==> src/rtl/dac_rf_pkg.sv <==
package dac_rf_pkg;

  // Synchronized view of the single-bit bus controls
  typedef struct packed {
    logic cs_n;
    logic rd;
    logic load;
    logic clr;
  } ctl_t;

  localparam ctl_t CTL_IDLE = '{cs_n: 1'b1, rd: 1'b0, load: 1'b0, clr: 1'b0};

  function automatic int unsigned sel_width(input int unsigned n);
    return (n > 1) ? $clog2(n) : 1;
  endfunction

endpackage

==> src/rtl/dac_rf_sync.sv <==
module dac_rf_sync #(
  parameter int unsigned W      = 1,
  parameter int unsigned STAGES = 2,
  parameter logic [W-1:0] INIT  = '0
) (
  input  logic         clk,
  input  logic         rst,
  input  logic [W-1:0] d,
  output logic [W-1:0] q
);

  logic [W-1:0] pipe [STAGES];

  genvar g;
  generate
    for (g = 0; g < STAGES; g++) begin : g_stage
      if (g == 0) begin : g_first
        always_ff @(posedge clk) begin
          if (rst) pipe[g] <= INIT;
          else     pipe[g] <= d;
        end
      end else begin : g_next
        always_ff @(posedge clk) begin
          if (rst) pipe[g] <= INIT;
          else     pipe[g] <= pipe[g-1];
        end
      end
    end
  endgenerate

  assign q = pipe[STAGES-1];

endmodule

==> src/rtl/dac_rf_edge.sv <==
module dac_rf_edge
  import dac_rf_pkg::*;
#(
  parameter int unsigned DATA_W = 16,
  parameter int unsigned SEL_W  = 1
) (
  input  logic              clk,
  input  logic              rst,
  input  ctl_t              ctl_s,
  input  logic [SEL_W-1:0]  sel_s,
  input  logic [DATA_W-1:0] din_s,
  output logic              wr_strobe,
  output logic [SEL_W-1:0]  wr_sel,
  output logic [DATA_W-1:0] wr_data,
  output logic              ld_rise,
  output logic              clr_rise,
  output logic              rd_active
);

  ctl_t              ctl_q;
  logic [SEL_W-1:0]  sel_q;
  logic [DATA_W-1:0] din_q;

  always_ff @(posedge clk) begin
    if (rst) begin
      ctl_q <= CTL_IDLE;
      sel_q <= '0;
      din_q <= '0;
    end else begin
      ctl_q <= ctl_s;
      sel_q <= sel_s;
      din_q <= din_s;
    end
  end

  // End of access: chip select returns high; use the qualifiers held while it was low
  assign wr_strobe = ctl_s.cs_n & ~ctl_q.cs_n & ~ctl_q.rd;
  assign wr_sel    = sel_q;
  assign wr_data   = din_q;
  assign ld_rise   = ctl_s.load & ~ctl_q.load;
  assign clr_rise  = ctl_s.clr  & ~ctl_q.clr;
  assign rd_active = ~ctl_s.cs_n & ctl_s.rd;

endmodule

==> src/rtl/dac_rf_input_bank.sv <==
module dac_rf_input_bank #(
  parameter int unsigned DATA_W = 16,
  parameter int unsigned NUM_CH = 2,
  parameter int unsigned SEL_W  = 1,
  parameter logic [DATA_W-1:0] RST_CODE = '0
) (
  input  logic                           clk,
  input  logic                           rst,
  input  logic                           wr_strobe,
  input  logic [SEL_W-1:0]               wr_sel,
  input  logic [DATA_W-1:0]              wr_data,
  input  logic                           clr_rise,
  input  logic                           rd_active,
  input  logic [SEL_W-1:0]               rd_sel,
  output logic [NUM_CH-1:0][DATA_W-1:0]  in_word,
  output logic [NUM_CH-1:0]              wr_en,
  output logic [DATA_W-1:0]              bus_dout,
  output logic                           bus_oe
);

  genvar c;
  generate
    for (c = 0; c < NUM_CH; c++) begin : g_ch
      assign wr_en[c] = wr_strobe & (wr_sel == SEL_W'(c));

      always_ff @(posedge clk) begin
        if (rst || clr_rise) in_word[c] <= RST_CODE;
        else if (wr_en[c])   in_word[c] <= wr_data;
      end
    end
  endgenerate

  logic [DATA_W-1:0] rd_word;
  always_comb begin
    rd_word = '0;
    for (int i = 0; i < NUM_CH; i++) begin
      if (rd_sel == SEL_W'(i)) rd_word = in_word[i];
    end
  end

  always_ff @(posedge clk) begin
    if (rst) begin
      bus_oe   <= 1'b0;
      bus_dout <= '0;
    end else begin
      bus_oe   <= rd_active;
      bus_dout <= rd_active ? rd_word : '0;
    end
  end

endmodule

==> src/rtl/dac_rf_output_bank.sv <==
module dac_rf_output_bank #(
  parameter int unsigned DATA_W = 16,
  parameter int unsigned NUM_CH = 2,
  parameter logic [DATA_W-1:0] RST_CODE = '0
) (
  input  logic                          clk,
  input  logic                          rst,
  input  logic                          ld_rise,
  input  logic                          clr_rise,
  input  logic [NUM_CH-1:0][DATA_W-1:0] in_word,
  output logic [NUM_CH-1:0][DATA_W-1:0] out_word
);

  genvar c;
  generate
    for (c = 0; c < NUM_CH; c++) begin : g_ch
      always_ff @(posedge clk) begin
        if (rst || clr_rise) out_word[c] <= RST_CODE;  // clear outranks load
        else if (ld_rise)    out_word[c] <= in_word[c];
      end
    end
  endgenerate

endmodule

==> src/rtl/dual_dac_regfile.sv <==
module dual_dac_regfile
  import dac_rf_pkg::*;
#(
  parameter int unsigned DATA_W      = 16,
  parameter int unsigned SYNC_STAGES = 2,
  parameter bit          MIDSCALE    = 1'b1
) (
  input  logic              clk,
  input  logic              rst,
  input  logic              bus_cs_n,
  input  logic              bus_rd_wr,
  input  logic              chan_sel,
  input  logic              load_stb,
  input  logic              clear_stb,
  input  logic [DATA_W-1:0] bus_din,
  output logic [DATA_W-1:0] bus_dout,
  output logic              bus_oe,
  output logic [DATA_W-1:0] code_a,
  output logic [DATA_W-1:0] code_b
);

  localparam int unsigned NUM_CH = 2;
  localparam int unsigned SEL_W  = sel_width(NUM_CH);
  localparam int unsigned CTL_W  = $bits(ctl_t);
  localparam int unsigned DS_W   = SEL_W + DATA_W;
  localparam logic [DATA_W-1:0] RST_CODE =
    MIDSCALE ? (DATA_W'(1) << (DATA_W - 1)) : '0;

  ctl_t              ctl_raw, ctl_s;
  logic [CTL_W-1:0]  ctl_s_vec;
  logic [DS_W-1:0]   ds_s;
  logic [SEL_W-1:0]  sel_s;
  logic [DATA_W-1:0] din_s;

  assign ctl_raw = '{cs_n: bus_cs_n, rd: bus_rd_wr, load: load_stb, clr: clear_stb};

  dac_rf_sync #(.W(CTL_W), .STAGES(SYNC_STAGES), .INIT(CTL_IDLE)) u_sync_ctl (
    .clk(clk), .rst(rst), .d(ctl_raw), .q(ctl_s_vec)
  );

  dac_rf_sync #(.W(DS_W), .STAGES(SYNC_STAGES), .INIT('0)) u_sync_data (
    .clk(clk), .rst(rst), .d({SEL_W'(chan_sel), bus_din}), .q(ds_s)
  );

  assign ctl_s = ctl_t'(ctl_s_vec);
  assign sel_s = ds_s[DS_W-1:DATA_W];
  assign din_s = ds_s[DATA_W-1:0];

  logic              cs_n_s, rd_s;
  logic              wr_strobe, ld_rise, clr_rise, rd_active;
  logic [SEL_W-1:0]  wr_sel;
  logic [DATA_W-1:0] wr_data;

  assign cs_n_s = ctl_s.cs_n;
  assign rd_s   = ctl_s.rd;

  dac_rf_edge #(.DATA_W(DATA_W), .SEL_W(SEL_W)) u_edge (
    .clk(clk), .rst(rst), .ctl_s(ctl_s), .sel_s(sel_s), .din_s(din_s),
    .wr_strobe(wr_strobe), .wr_sel(wr_sel), .wr_data(wr_data),
    .ld_rise(ld_rise), .clr_rise(clr_rise), .rd_active(rd_active)
  );

  logic [NUM_CH-1:0][DATA_W-1:0] in_word, out_word;
  logic [NUM_CH-1:0]             wr_en;

  dac_rf_input_bank #(.DATA_W(DATA_W), .NUM_CH(NUM_CH), .SEL_W(SEL_W),
                      .RST_CODE(RST_CODE)) u_in (
    .clk(clk), .rst(rst), .wr_strobe(wr_strobe), .wr_sel(wr_sel),
    .wr_data(wr_data), .clr_rise(clr_rise), .rd_active(rd_active),
    .rd_sel(sel_s), .in_word(in_word), .wr_en(wr_en),
    .bus_dout(bus_dout), .bus_oe(bus_oe)
  );

  dac_rf_output_bank #(.DATA_W(DATA_W), .NUM_CH(NUM_CH),
                       .RST_CODE(RST_CODE)) u_out (
    .clk(clk), .rst(rst), .ld_rise(ld_rise), .clr_rise(clr_rise),
    .in_word(in_word), .out_word(out_word)
  );

  assign code_a = out_word[0];
  assign code_b = out_word[1];

endmodule

==> config.mk <==
export PLATFORM = sky130hd
export DESIGN_NAME = dual_dac_regfile
export DESIGN_NICKNAME = d
export VERILOG_FILES = /design/src/rtl/dac_rf_pkg.sv /design/src/rtl/dac_rf_sync.sv /design/src/rtl/dac_rf_edge.sv /design/src/rtl/dac_rf_input_bank.sv /design/src/rtl/dac_rf_output_bank.sv /design/src/rtl/dual_dac_regfile.sv
export SDC_FILE = /design/constraint.sdc
export NUM_CORES = 1
export LEC_CHECK = 0
export ABC_AREA = 1
export BUFFER_PORTS_ARGS = -buffer_cell sky130_fd_sc_hd__buf_2
export CAP_MARGIN = 20
export CORE_MARGIN = 2
export CORE_UTILIZATION = 45
export DETAILED_ROUTE_END_ITERATION = 7
export PLACE_DENSITY = 0.65
export SYNTH_ARGS = -nofsm -noshare
export SYNTH_HDL_FRONTEND = slang
export SYNTH_SLANG_ARGS = --single-unit
==> constraint.sdc <==
create_clock -name clk -period 1.3 [get_ports clk]
set_clock_uncertainty 0.05 [all_clocks]
set_input_delay 0.13 -clock clk [delete_from_list [all_inputs] [get_ports clk]]
set_output_delay 0.13 -clock clk [all_outputs]
set_load 0.005 [all_outputs]
* After elaboration in Yosys (flattened, before gate mapping)
Memory sizes are Yosys's and may differ from the RTL's.
Cells that the tools add are included.
** Word-level totals
- Bits in registers :: 102
- Bits in writable memories :: 42
- Input port bits :: 23
- Memories kept :: 2
** Memory list
- u_sync_data.pipe :: depth 2, width 17, read ports 2, clocked after memory_dff 0, write ports 2, line dac_rf_sync.sv:12 : logic [W-1:0] pipe [STAGES];
- u_sync_ctl.pipe :: depth 2, width 4, read ports 2, clocked after memory_dff 0, write ports 2, line dac_rf_sync.sv:12
** Cells by class
- Muxes and demuxes :: 8
- Bitwise logic cells :: 18
- Reduce and logical (&&, ||, !) cells :: 2
** Operators with widths (count)
- $mux 17 :: 2
- $mux 16 :: 1
- $mux 4 :: 2
- $and 1x1->1 :: 7
- $not 1->1 :: 7
- $or 1x1->1 :: 4
- $mux 1 :: 3
- $reduce_or 2->1 :: 1
- $logic_or 1x1->1 :: 1

* Depth between registers and ports, before layout
Gate-level depths: netlist (run 1).
- Word-level depth :: 4
- Gate-level depth with buffers :: 7
- Depth with buffers taken out :: 5

* Cells and area by module
From an unflattened synthesis (run 1), not the netlist that was laid out.
** Second synthesis, totals
- Cells, all modules :: 647
- Area, all modules :: 5046.1 µm²
** By module, submodules not included
- dac_rf_input_bank :: instances 1, cells each 246, area an instance 1869.3 µm², seq. area each 980.9 µm²
- dac_rf_output_bank :: instances 1, cells each 200, area an instance 1345.0 µm², seq. area each 640.6 µm²
- dac_rf_sync at u_sync_data :: instances 1, cells each 106, area an instance 985.9 µm², seq. area each 680.7 µm²
- dac_rf_edge :: instances 1, cells each 70, area an instance 621.8 µm², seq. area each 420.4 µm²
- dac_rf_sync at u_sync_ctl :: instances 1, cells each 25, area an instance 224.0 µm², seq. area each 160.2 µm²

* Least setup slack after synthesis (run 1)
No wires, ideal clock.
- Path kind :: register to register
- Start point :: memory u_sync_data.pipe[1][16] (netlist name)
- End point :: register u_in.bus_dout[10]
- Setup time :: 0.119 ns
- Arrival time :: 0.888 ns
- Required time :: 1.131 ns
- Path slack :: 0.242 ns
- Cell stages (with the launch flop) :: 6
- Cell sequence :: dfxtp_1 buf_2 clkinv_1 buf_2 nand2_1 a21oi_1
** RTL lines
- from (decl) :: line dac_rf_sync.sv:12
- to (signal assigned) :: line dac_rf_input_bank.sv:47 : bus_dout <= rd_active ? rd_word : '0;
- to (decl) :: line dac_rf_input_bank.sv:17 : output logic [DATA_W-1:0] bus_dout,

* Worst setup path in the final report (run 1)
- Start point :: register u_edge.ctl_q[3] (netlist name)
- End point :: register u_in.in_word[2] (netlist name)
** On the way
- Cells in the longest elaborated chain, start to end :: 4
** RTL lines
- from (decl) :: line dac_rf_edge.sv:20 : ctl_t ctl_q;
- from (signal assigned) :: line dac_rf_edge.sv:30 : ctl_q <= ctl_s;
- $not 1->1 :: line dac_rf_edge.sv:37 : assign wr_strobe = ctl_s.cs_n & ~ctl_q.cs_n & ~ctl_q.rd;
- $and 1x1->1 (2 in series) :: line dac_rf_edge.sv:37
- $and 1x1->1 :: line dac_rf_input_bank.sv:24 : assign wr_en[c] = wr_strobe & (wr_sel == SEL_W'(c));
- to (signal, indexed assignment) :: line dac_rf_input_bank.sv:28 : else if (wr_en[c]) in_word[c] <= wr_data;
- to (decl) :: line dac_rf_input_bank.sv:15 : output logic [NUM_CH-1:0][DATA_W-1:0] in_word,
No other way between the ends.
A chain may end at the register's enable or synchronous reset.

==> results of run 1 <==
## logic make-up (layout without fill, tap and decap cells)
kind of cell,Yosys count,count (layout)
flops,144,144
simple gates,291,291
buf+inv,117,219
compound gates,49,49
## worst paths after layout
path | start | end | slack, ns
max reg2reg | u_edge.ctl_q[3] | u_in.in_word[2] | 0.11
min reg2reg | u_sync_data.pipe[0][2] | u_sync_data.pipe[1][2] | 0.35
min | bus_din[7] | u_sync_data.pipe[0][7] | 0.29
max | u_edge.ctl_q[3] | u_in.in_word[2] | 0.11
## critical path: stages (launching register included)
cell and delay (ns):
dfxtp_1 0.33, inv_1 0.09, nand3_4 0.11, nor2_4 0.33
nor2_1 0.08, nor2_1 0.13
## sequential cells by signal (all words and copies together), names as in the netlist
| signal | count |
|---|---|
| u_sync_ctl.pipe | 8 |
| u_edge.wr_data | 16 |
| u_out.out_word | 32 |
| u_in.in_word | 32 |
| u_edge.wr_sel | 1 |
| u_in.bus_dout | 16 |
| u_edge.ctl_q | 4 |
| u_in.bus_oe | 1 |
| u_sync_data.pipe | 34 |
## where the power goes
| part | internal [mW] | total, mW | switching (mW) | leakage, nW |
|---|---|---|---|---|
| clock | 2.81 | 4.52 | 1.71 | 0.270 |
| combinational | 0.180 | 0.425 | 0.245 | 1.19 |
| sequential | 4.51 | 4.55 | 0.0386 | 1.17 |
## per-stage QoR
stage	hold WS [ns]	std cells	setup slack [ns]	total power [mW]
floorplan	0.1838	601	0.2421	4.911
global placement	0.2771	790	0.1532	5.014
detailed placement	0.2741	790	0.1202	5.023
CTS	0.2680	843	0.08273	9.586
global route	0.3001	843	0.003269	9.872
finish	0.2853	843	0.1087	9.496
## placed cells by master, fill, tap and decap left out
cell,instances
a21oi_1,46
buf_12,5
buf_2,71
buf_4,7
bufinv_16,2
clkbuf_1,2
clkbuf_16,16
clkbuf_8,3
clkinv_1,1
clkinv_2,4
clkinvlp_4,3
dfxtp_1,144
dlygate4sd3_1,22
inv_1,77
inv_2,3
inv_4,2
inv_6,1
nand2_1,127
nand3_1,4
nand3_2,1
nand3_4,1
nand4_1,32
nor2_1,110
nor2_2,11
nor2_4,3
o21ai_0,2
o21ai_2,1
or2_2,2
## Yosys cell counts
| library cell | n | area share (%) |
|---|---|---|
| a21oi_1 | 46 | 4.7 |
| buf_2 | 13 | 1.3 |
| buf_4 | 6 | 0.92 |
| buf_6 | 4 | 0.92 |
| clkbuf_1 | 11 | 0.84 |
| clkinv_1 | 1 | 0.077 |
| dfxtp_1 | 144 | 59 |
| inv_1 | 77 | 5.9 |
| inv_2 | 3 | 0.23 |
| inv_4 | 2 | 0.26 |
| nand2_1 | 127 | 9.7 |
| nand3_1 | 4 | 0.41 |
| nand3_2 | 1 | 0.20 |
| nand3_4 | 1 | 0.36 |
| nand4_1 | 32 | 4.1 |
| nor2_1 | 110 | 8.4 |
| nor2_2 | 11 | 1.4 |
| nor2_4 | 3 | 0.69 |
| o21ai_0 | 2 | 0.20 |
| o21ai_2 | 1 | 0.18 |
| or2_2 | 2 | 0.26 |
## repair_timing
item                                   in CTS  in global routing
endpoints found under the hold margin      22                  0
setup endpoints to repair                   0                  4
hold buffers                               22                  0
setup buffers                               0                  0
## area by class of cell
class	instances	area, um2	share of cell area [%]
repair buffers	105	728.2	11.81
clock inverters	10	111.4	1.806
inverters	83	316.6	5.135
well taps	140	175.2	2.841
flip-flops and latches	144	2883	46.76
clock buffers	21	449.2	7.286
multi-input cells	340	1501	24.36
## per-layer routing
metal  part of all wire [%]  up-vias  GRT usage, %
li1                       -     2008             -
met1                     50     1623         23.00
met2                     42      129         25.07
met3                    5.9       15         4.219
met4                    2.0        0         8.974
met5                      0        -             0
==> metrics, run 1 <==
main combinational cell family by area after synthesis=simple AND/OR/NAND/NOR gates; Mapped Area=4897 um2; WP data arrival=1.59 ns; first-pass GRT wire length=15,390 um; Boundary Pins=72; Routed WL=9185 um; CTS Buf Count=17; Peak supply drop=0.7929 mV; gr ovfl total=0; RSZ-0062 raised after global routing=false; final setup violation count=0; syn nets=624; die area=11,730 um2; Pre-antenna DRT Iters=5; largest net degree at the start of global routing=63; post-DP HPWL=6028 um; WP data required=1.70 ns; Die Height=108.3 um; clk sinks=144; root buf cell=clkbuf_8; port bufs=71; sequential area share after synthesis=58.87%; Max Clk Rate=0.8394 GHz; Core Rows=38; Slew HR=74.01%; crit-path max FO=15; routed vias/inst=4.478; pins over their slew limit=0; Longest Clk Path Bufs=2; synth unique cells=21; Final ANT Viol Nets=0; CTS H-tree lvls=4; CP Capture Type=register; GRT Resource Usage Total=17.00%; max cap viols=0; initial core utilization=45.58%; placed cell area=5384 um2; hold depth=4; number of vias in the routed layout=3,775; ant diodes=0; Worst-Margin Slew=0.3890 ns; synth warn=0; Leakage=2.628 nW; Mapped Cells=601; Post-Synth XOR/XNOR Area=0%; simple-gate share of the synthesized area=25.57%; Worst setup SP type=register; wire per inst=10.90 um; Syn Area/Cell=8.148 um2; status=finished clean; CTS tree=done; crit path time final=1.191 ns; final hold vios=0; Final Cell Area=6165 um2; Area Overhead vs Synth=25.88%; Clock Latency Late Sink=0.52 ns; Crit Path Class=register to register; fin util=57.37%; DR iter-0 viols=159; Die Width=108.3 um; pwr dens=1540 nW/um2; mux cell area share after synthesis=0%; setup_tns=0 ns; Worst Hold Class=input port to register; routability congestion estimate=0.8291; number of global-route vias before repair=3,352; adder-cell share of the synthesized area=0%; Synth Area in Compound Gates=5.084%; fin crit share=91.64%; layout filler cell count=992; flops & latches, synth=144; initial antenna violation count=0; Reg2Reg Depth=5; cts repair resizes=0; DRC errors left=0; Reg clk slew, reported paths=0.06 ns; final net count=714; fraction of layout cells with a size suffix above 1=19.35%; core region area=10,750 um2
Note: power is estimated with default switching activity, not from simulation.
==> run 2: changes to the inputs <==
--- a/config.mk
+++ b/config.mk
@@ -11,7 +11,9 @@
 export CORE_MARGIN = 2
 export CORE_UTILIZATION = 45
 export DETAILED_ROUTE_END_ITERATION = 7
+export MAX_ROUTING_LAYER = met4
 export PLACE_DENSITY = 0.65
 export SYNTH_ARGS = -nofsm -noshare
 export SYNTH_HDL_FRONTEND = slang
+export SYNTH_HIERARCHICAL = 1
 export SYNTH_SLANG_ARGS = --single-unit
==> run 2 against run 1 <==
  * Global-route usage grew 0.80 points
  * Critical path depth grew 2
  * Non-clock buffer count up 3
  * Sequential cell count did not move
  * Count of clock-buffer cells in the layout fell by 2
  * Final area up 3.2%
  * First-iteration DRC count grew 23%
  * Die area grew 2.9%
  * Synthesized cell count up 7.7%
  * Via count increased by 2.4%
  * Setup slack worse by 0.030 ns
  * Wire length grew 4.2%
  * Largest power group is now the clock network
  * Highest routed layer unchanged
==> metrics, run 2 <==
number of vias in the routed layout=3,866; die area=12,080 um2; FF/Latch Area=2884 um2; Synth top cells by count=180 x nor2_1, 144 x dfxtp_1, 117 x nand2_1, 112 x inv_1, 19 x nand3_1; Net Sw Frac=21.87%; synth warn=6; fraction of layout cells with a size suffix above 1=18.27%; main combinational cell family by area after synthesis=simple AND/OR/NAND/NOR gates; Worst-Margin Slew=0.3854 ns; Syn Area/Cell=7.799 um2; Pre-antenna DRT Iters=5; Mapped Cells=647; combinational share of power=5.7%; Worst setup SP type=register; Post-Synth XOR/XNOR Area=0%; DR iter-0 viols=195; max reg flops=34; Reg with most FFs=u_sync_data/pipe; crit path time final=1.222 ns; Internal Power=7.732 mW; Clock Latency Late Sink=0.52 ns; Async SR Flop Fraction=0%; Longest Clk Path Bufs=2; max cap viols=0; placed cell area=5425 um2; final setup violation count=0; fin util=58.46%; fin cells=901; largest net degree at the start of global routing=64; GRT Resource Usage Total=17.79%; most frequent cells in the layout=175 x nor2_1, 143 x dfxtp_1, 116 x nand2_1; Die Width=109.9 um; WP data required=1.66 ns; adder-cell share of the synthesized area=0%; Psw=2.165 mW; Synth Area in Compound Gates=3.174%; CTS H-tree lvls=4; Mapped Area=5046 um2; Slew HR=74.25%; setup_tns=0 ns; count leader, synth=nor2_1; Boundary Pins=72; Leakage=2.822 nW; share of total power in the clock network=47.7%; pins over their slew limit=0; Max Clk Rate=0.8187 GHz; pwr dens=1555 nW/um2; commonest non-fill, non-tap cell in the layout=nor2_1; layout filler cell count=1,009; largest cells by area after synthesis=dfxtp_1 57%, nor2_1 13%, nand2_1 8.7%, inv_1 8.3%, buf_6 3.6%; ant diodes=0; top-area cell type share of the netlist area=57.13%; Area Overhead vs Synth=26.13%; Synth area leader=dfxtp_1; Worst Hold Class=input port to register; gr ovfl total=0; placed cells=839; number of flops mapped to enable cells by yosys=0; initial core utilization=46.35%; WHS=0.2695 ns; Final Cell Area=6365 um2; routed vias/inst=4.291; crit-path max FO=16; final net count=771; CP Capture Type=register; CTS Buf Count=17; synth unique cells=20; flops & latches, synth=144; initial antenna violation count=0; Crit Path Class=register to register; clk sinks=144; routability congestion estimate=0.7807; root buf cell=clkbuf_8; final hold vios=0; fin crit share=93.96%; CTS tree=done; core region area=10,890 um2; syn nets=670; Peak supply drop=0.6776 mV; DRC errors left=0; number of global-route vias before repair=3,570; Core Rows=38; Routed WL=9575 um; wire per inst=10.63 um; status=finished clean; post-DP HPWL=5815 um; Final ANT Viol Nets=0; Synth Flop Type=dfxtp_1; port bufs=71; Die Height=109.9 um; first-pass GRT wire length=16,120 um; top flop regs=u_sync_data/pipe: 34 flops, u_in/in_word: 32 flops, u_out/out_word: 32 flops; simple-gate share of the synthesized area=25.59%; mux cell area share after synthesis=0%; sequential area share after synthesis=57.13%; Multi-input gate area=1529 um2; Reg clk slew, reported paths=0.06 ns; sequential power share=46.6%; WP data arrival=1.58 ns
==> run 2: cell count changes in the layout (fill, tap and decap cells not counted), moves of 4 or more <==
cell	previous run	this run
nor2_4	3	9
nand3_1	4	19
nor2_2	11	6
nand2_1	127	116
o21ai_1	0	4
a21oi_1	46	16
o21ai_0	2	12
nor2_1	110	175
inv_1	77	112
nand4_1	32	0
==> run 2: metal layers <==
layer / vias up / part of all wire [%] / GRT usage [%]
met4: 0 / 1.5 / 7.685
met2: 113 / 44 / 27.08
met5: - / 0 / -
li1: 2081 / - / -
met3: 15 / 5.7 / 5.276
met1: 1657 / 49 / 21.92
==> run 2: final timing paths <==
path | from | to | slack, ns | cells after the start
worst max-delay path | u_sync_ctl/pipe[1][0] | u_out/out_word[26] | 0.08 | 7
worst min-delay path | bus_cs_n | u_sync_ctl/pipe[0][3] | 0.27 | 4
worst max register to register | u_sync_ctl/pipe[1][0] | u_out/out_word[26] | 0.08 | 7
worst min register to register | u_sync_ctl/pipe[0][1] | u_sync_ctl/pipe[1][1] | 0.35 | 2
==> run 2: per-stage QoR <==
stage	total power, mW	setup slack (ns)
2_1_floorplan	5.057	0.1387
3_3_place_gp	5.166	-0.3455
3_5_place_dp	5.179	-0.3951
4_1_cts	9.961	0.001862
5_1_grt	10.29	-0.0006576
6_report	9.897	0.07849
==> run 2: power groups by stage <==
stage          registers (mW)  logic, mW  clock network [mW]
3_5_place_dp             4.71      0.472                   0
4_1_cts                  4.61      0.546                4.80
3_3_place_gp             4.70      0.464                   0
5_1_grt                  4.63      0.653                5.01
2_1_floorplan            4.70      0.358                   0
6_report                 4.61      0.565                4.72
==> run 2: critical path, stage by stage (launching register included) <==
cell and delay [ns]:
dfxtp_1 0.30, inv_1 0.07, nor2_4 0.22, buf_6 0.18, nor2_4 0.05, buf_12 0.14, nand2_1 0.07, nor2_1 0.04
==> run 2: layout make-up <==
class                           count  share of cell area [%]
Sequential cell                   144                   45.31
Multi-Input combinational cell    361                   24.02
Timing Repair Buffer              108                   11.68
Inverter                          116                   7.077
Clock buffer                       19                   6.625
Tap cell                          140                   2.752
Clock inverter                     13                   2.536
==> run 2: cell families (layout without fill, tap and decap cells) <==
kind of cell           after synthesis  count (layout)
and+or+nand+nor                    326             329
DFF                                144             144
AOI/OAI and AO/OA                   32              32
buffers and inverters              145             256
==> run 2: timing repair <==
action,4_1_cts,5_1_grt
hold buffers,22,0
gates cloned,3,1
resized for setup,5,15
endpoints found under the setup margin,64,48
endpoints found under the hold margin,35,0
buffers inserted,0,4
pin swaps,2,2
==> run 3: changes to the inputs <==
--- a/config.mk
+++ b/config.mk
@@ -5,14 +5,13 @@
 export SDC_FILE = /design/constraint.sdc
 export NUM_CORES = 1
 export LEC_CHECK = 0
-export ABC_AREA = 1
 export BUFFER_PORTS_ARGS = -buffer_cell sky130_fd_sc_hd__buf_2
 export CAP_MARGIN = 20
 export CORE_MARGIN = 2
 export CORE_UTILIZATION = 45
 export DETAILED_ROUTE_END_ITERATION = 7
 export MAX_ROUTING_LAYER = met4
-export PLACE_DENSITY = 0.65
+export PLACE_DENSITY = 0.66
 export SYNTH_ARGS = -nofsm -noshare
 export SYNTH_HDL_FRONTEND = slang
 export SYNTH_HIERARCHICAL = 1
==> run 3 against run 2 <==
  * Via count shrank 19%
  * Sequential cell count is the same
  * Worst hold slack gained 0.019 ns
  * Critical path type unchanged
  * Setup slack lost 0.018 ns
  * Critical endpoint is now u_in/in_word[8]
  * First-iteration DRC count shrank 47%
  * Register-to-register slack lost 0.02 ns
  * Wire length shrank 9.2%
  * Sequential power shrank 2%
  * Global-route usage shrank 1.7 points
  * Synthesized cell count shrank 32%
  * Sequential share of layout area grew 1.7 points
  * Die area shrank 6.8%
==> metrics, run 3 <==
status=finished clean; Boundary Pins=72; final net count=566; dpl ws=-0.08052 ns; Synth Flop Type=dfxtp_1; combinational share of power=3.4%; Mapped Cells=437; RSZ-0062 raised after global routing=true; setup slack after layout=0.06048 ns; Leakage=2.500 nW; Internal Power=8.263 mW; CTS tree=done; syn nets=460; largest cells by area after synthesis=dfxtp_1 61%, mux2i_1 9.8%, nor2b_1 8.1%, nand2_1 5.0%, nor2_1 3.8%; number of vias in the routed layout=3,123; Die Height=106.1 um; crit-path max FO=8; fin util=59.97%; Longest Clk Path Bufs=2; Routed WL=8693 um; top-area cell type share of the netlist area=61.44%; DR iter-0 viols=103; flops & latches, synth=144; largest net degree at the start of global routing=37; Worst-Margin Slew=0.3049 ns; Cell Chain, Critical Path=nor3b_4, nand2b_1, buf_4, nand2_1, a21oi_1; clk sinks=144; Reg with most FFs=u_sync_data/pipe; Core Rows=37; die area=11,260 um2; CTS H-tree lvls=4; crit path time final=1.240 ns; Worst Hold Class=input port to register; Worst setup SP type=register; Async SR Flop Fraction=0%; number of flops mapped to enable cells by yosys=0; pwr dens=1654 nW/um2; WP data arrival=1.59 ns; Slowest-stage cell, CP=dfxtp_1; routability congestion estimate=0.7709; fin crit share=95.35%; Slew HR=79.67%; top cell family by delay on the critical path=simple AND/OR/NAND/NOR gates; Syn Area/Cell=10.74 um2; share of total power in the clock network=51.9%; first-pass GRT wire length=13,830 um; CP Capture Type=register; Mapped Area=4692 um2; Synth area leader=dfxtp_1; DRC errors left=0; sequential area share after synthesis=61.44%; Pre-antenna DRT Iters=5; Crit Path Class=register to register; Clock Latency Late Sink=0.51 ns; Final Cell Area=6136 um2; final setup violation count=0; Psw=1.884 mW; WP data required=1.65 ns; post-DP HPWL=5506 um; Crit path largest cell delay=0.32 ns; Die Width=106.1 um; core region area=10,230 um2; root buf cell=clkbuf_8; routed vias/inst=4.526; Final ANT Viol Nets=0; number of global-route vias before repair=2,959; sequential power share=44.6%; Synth top cells by count=144 x dfxtp_1, 62 x nand2_1, 61 x nor2b_1, 47 x nor2_1, 46 x mux2i_1; most frequent cells in the layout=143 x dfxtp_1, 71 x buf_2, 62 x nand2_1; port bufs=71; total power=10.15 mW; synth warn=6; max cap viols=0; Peak supply drop=1.034 mV; max reg flops=34; ant diodes=0; count leader, synth=dfxtp_1; gr ovfl total=0; CP bufs+invs=1; GRT Resource Usage Total=16.06%; CTS Buf Count=17; final hold vios=0; placed cell area=5161 um2; synth unique cells=22; Max Clk Rate=0.8068 GHz; initial antenna violation count=0; pins over their slew limit=0; Net Sw Frac=18.57%; fraction of layout cells with a size suffix above 1=25.63%; wire per inst=12.60 um; initial core utilization=45.86%; Area Overhead vs Synth=30.77%; Reg clk slew, reported paths=0.06 ns; commonest non-fill, non-tap cell in the layout=dfxtp_1; top flop regs=u_sync_data/pipe: 34 flops, u_in/in_word: 32 flops, u_out/out_word: 32 flops
==> run 3: changes by cell type in the layout (fill, tap and decap cells not counted), moves of 8 or more <==
cell / previous run / this run
inv_1: 112 / 1
nand2_1: 116 / 62
nand3_1: 19 / 2
a21oi_2: 0 / 8
o21ai_0: 12 / 0
nor2b_1: 0 / 60
nor2_4: 9 / 0
mux2i_1: 0 / 45
nor2_1: 175 / 47
==> run 3: area by class of cell <==
type | count | area [um2]
inverters | 3 | 23.77
multi-input cells | 265 | 1592
clock buffers | 19 | 441.7
repair inverters | 1 | 5.005
clock inverters | 11 | 211.5
repair buffers | 111 | 808.3
well taps | 136 | 170.2
flip-flops and latches | 144 | 2884
fillers | 843 | 4095
==> run 3: metal layers <==
| metal | wire length (um) | up-vias | track usage, % | part of all wire, % |
|---|---|---|---|---|
| li1 | - | 1610 | - | - |
| met1 | 4115 | 1406 | 20.23 | 47 |
| met2 | 4001 | 94 | 24.22 | 46 |
| met3 | 440 | 13 | 4.598 | 5.1 |
| met4 | 135 | 0 | 6.861 | 1.6 |
| met5 | 0 | - | - | 0 |
==> run 3: worst reg2reg max path, cell delays in order, from the launching register on <==
cell and delay (ns):
dfxtp_1 0.32, nor3b_4 0.20, nand2b_1 0.19, buf_4 0.22, nand2_1 0.09, a21oi_1 0.07
==> run 3: path summary, 6_finish.rpt <==
check,slack [ns],endpoint,start,cells past startpoint
setup / recovery,0.06,u_in/in_word[8],u_edge/ctl_q[2],5
hold / removal,0.29,u_sync_ctl/pipe[0][3],bus_cs_n,3
setup reg to reg,0.06,u_in/in_word[8],u_edge/ctl_q[2],5
hold reg to reg,0.37,u_sync_ctl/pipe[1][3],u_sync_ctl/pipe[0][3],1
==> run 3: kinds of logic after synthesis <==
| family | share of synthesized area [%] |
|---|---|
| AO/OA/AOI/OAI | 4.214 |
| flip-flops | 61.44 |
| AND/OR/NAND/NOR | 19.31 |
| multiplexers | 9.813 |
| buffers and inverters | 5.227 |
==> run 3: power groups by stage <==
stage	Clock [mW]	Combinational [mW]	Sequential [mW]
3_5_place_dp	0	0.287	4.62
2_1_floorplan	0	0.218	4.61
5_1_grt	5.58	0.382	4.53
4_1_cts	5.36	0.337	4.53
6_report	5.27	0.349	4.53
3_3_place_gp	0	0.280	4.62
==> run 3: repair_timing <==
item	4_1_cts	5_1_grt
cloned	0	3
hold buffers	22	0
setup endpoints to repair	32	47
endpoints found under the hold margin	27	0
resized for setup	2	6
pin swaps	0	1
setup buffers	0	1
==> run 3: through the flow <==
stage	TNS [ns]	hold WS [ns]	instances
finish	0	0.2889	690
global route	-0.1669	0.2739	690
CTS	0	0.2600	686
detailed placement	-0.9624	0.2655	634
global placement	-0.1946	0.2687	634
floorplan	0	0.1516	437
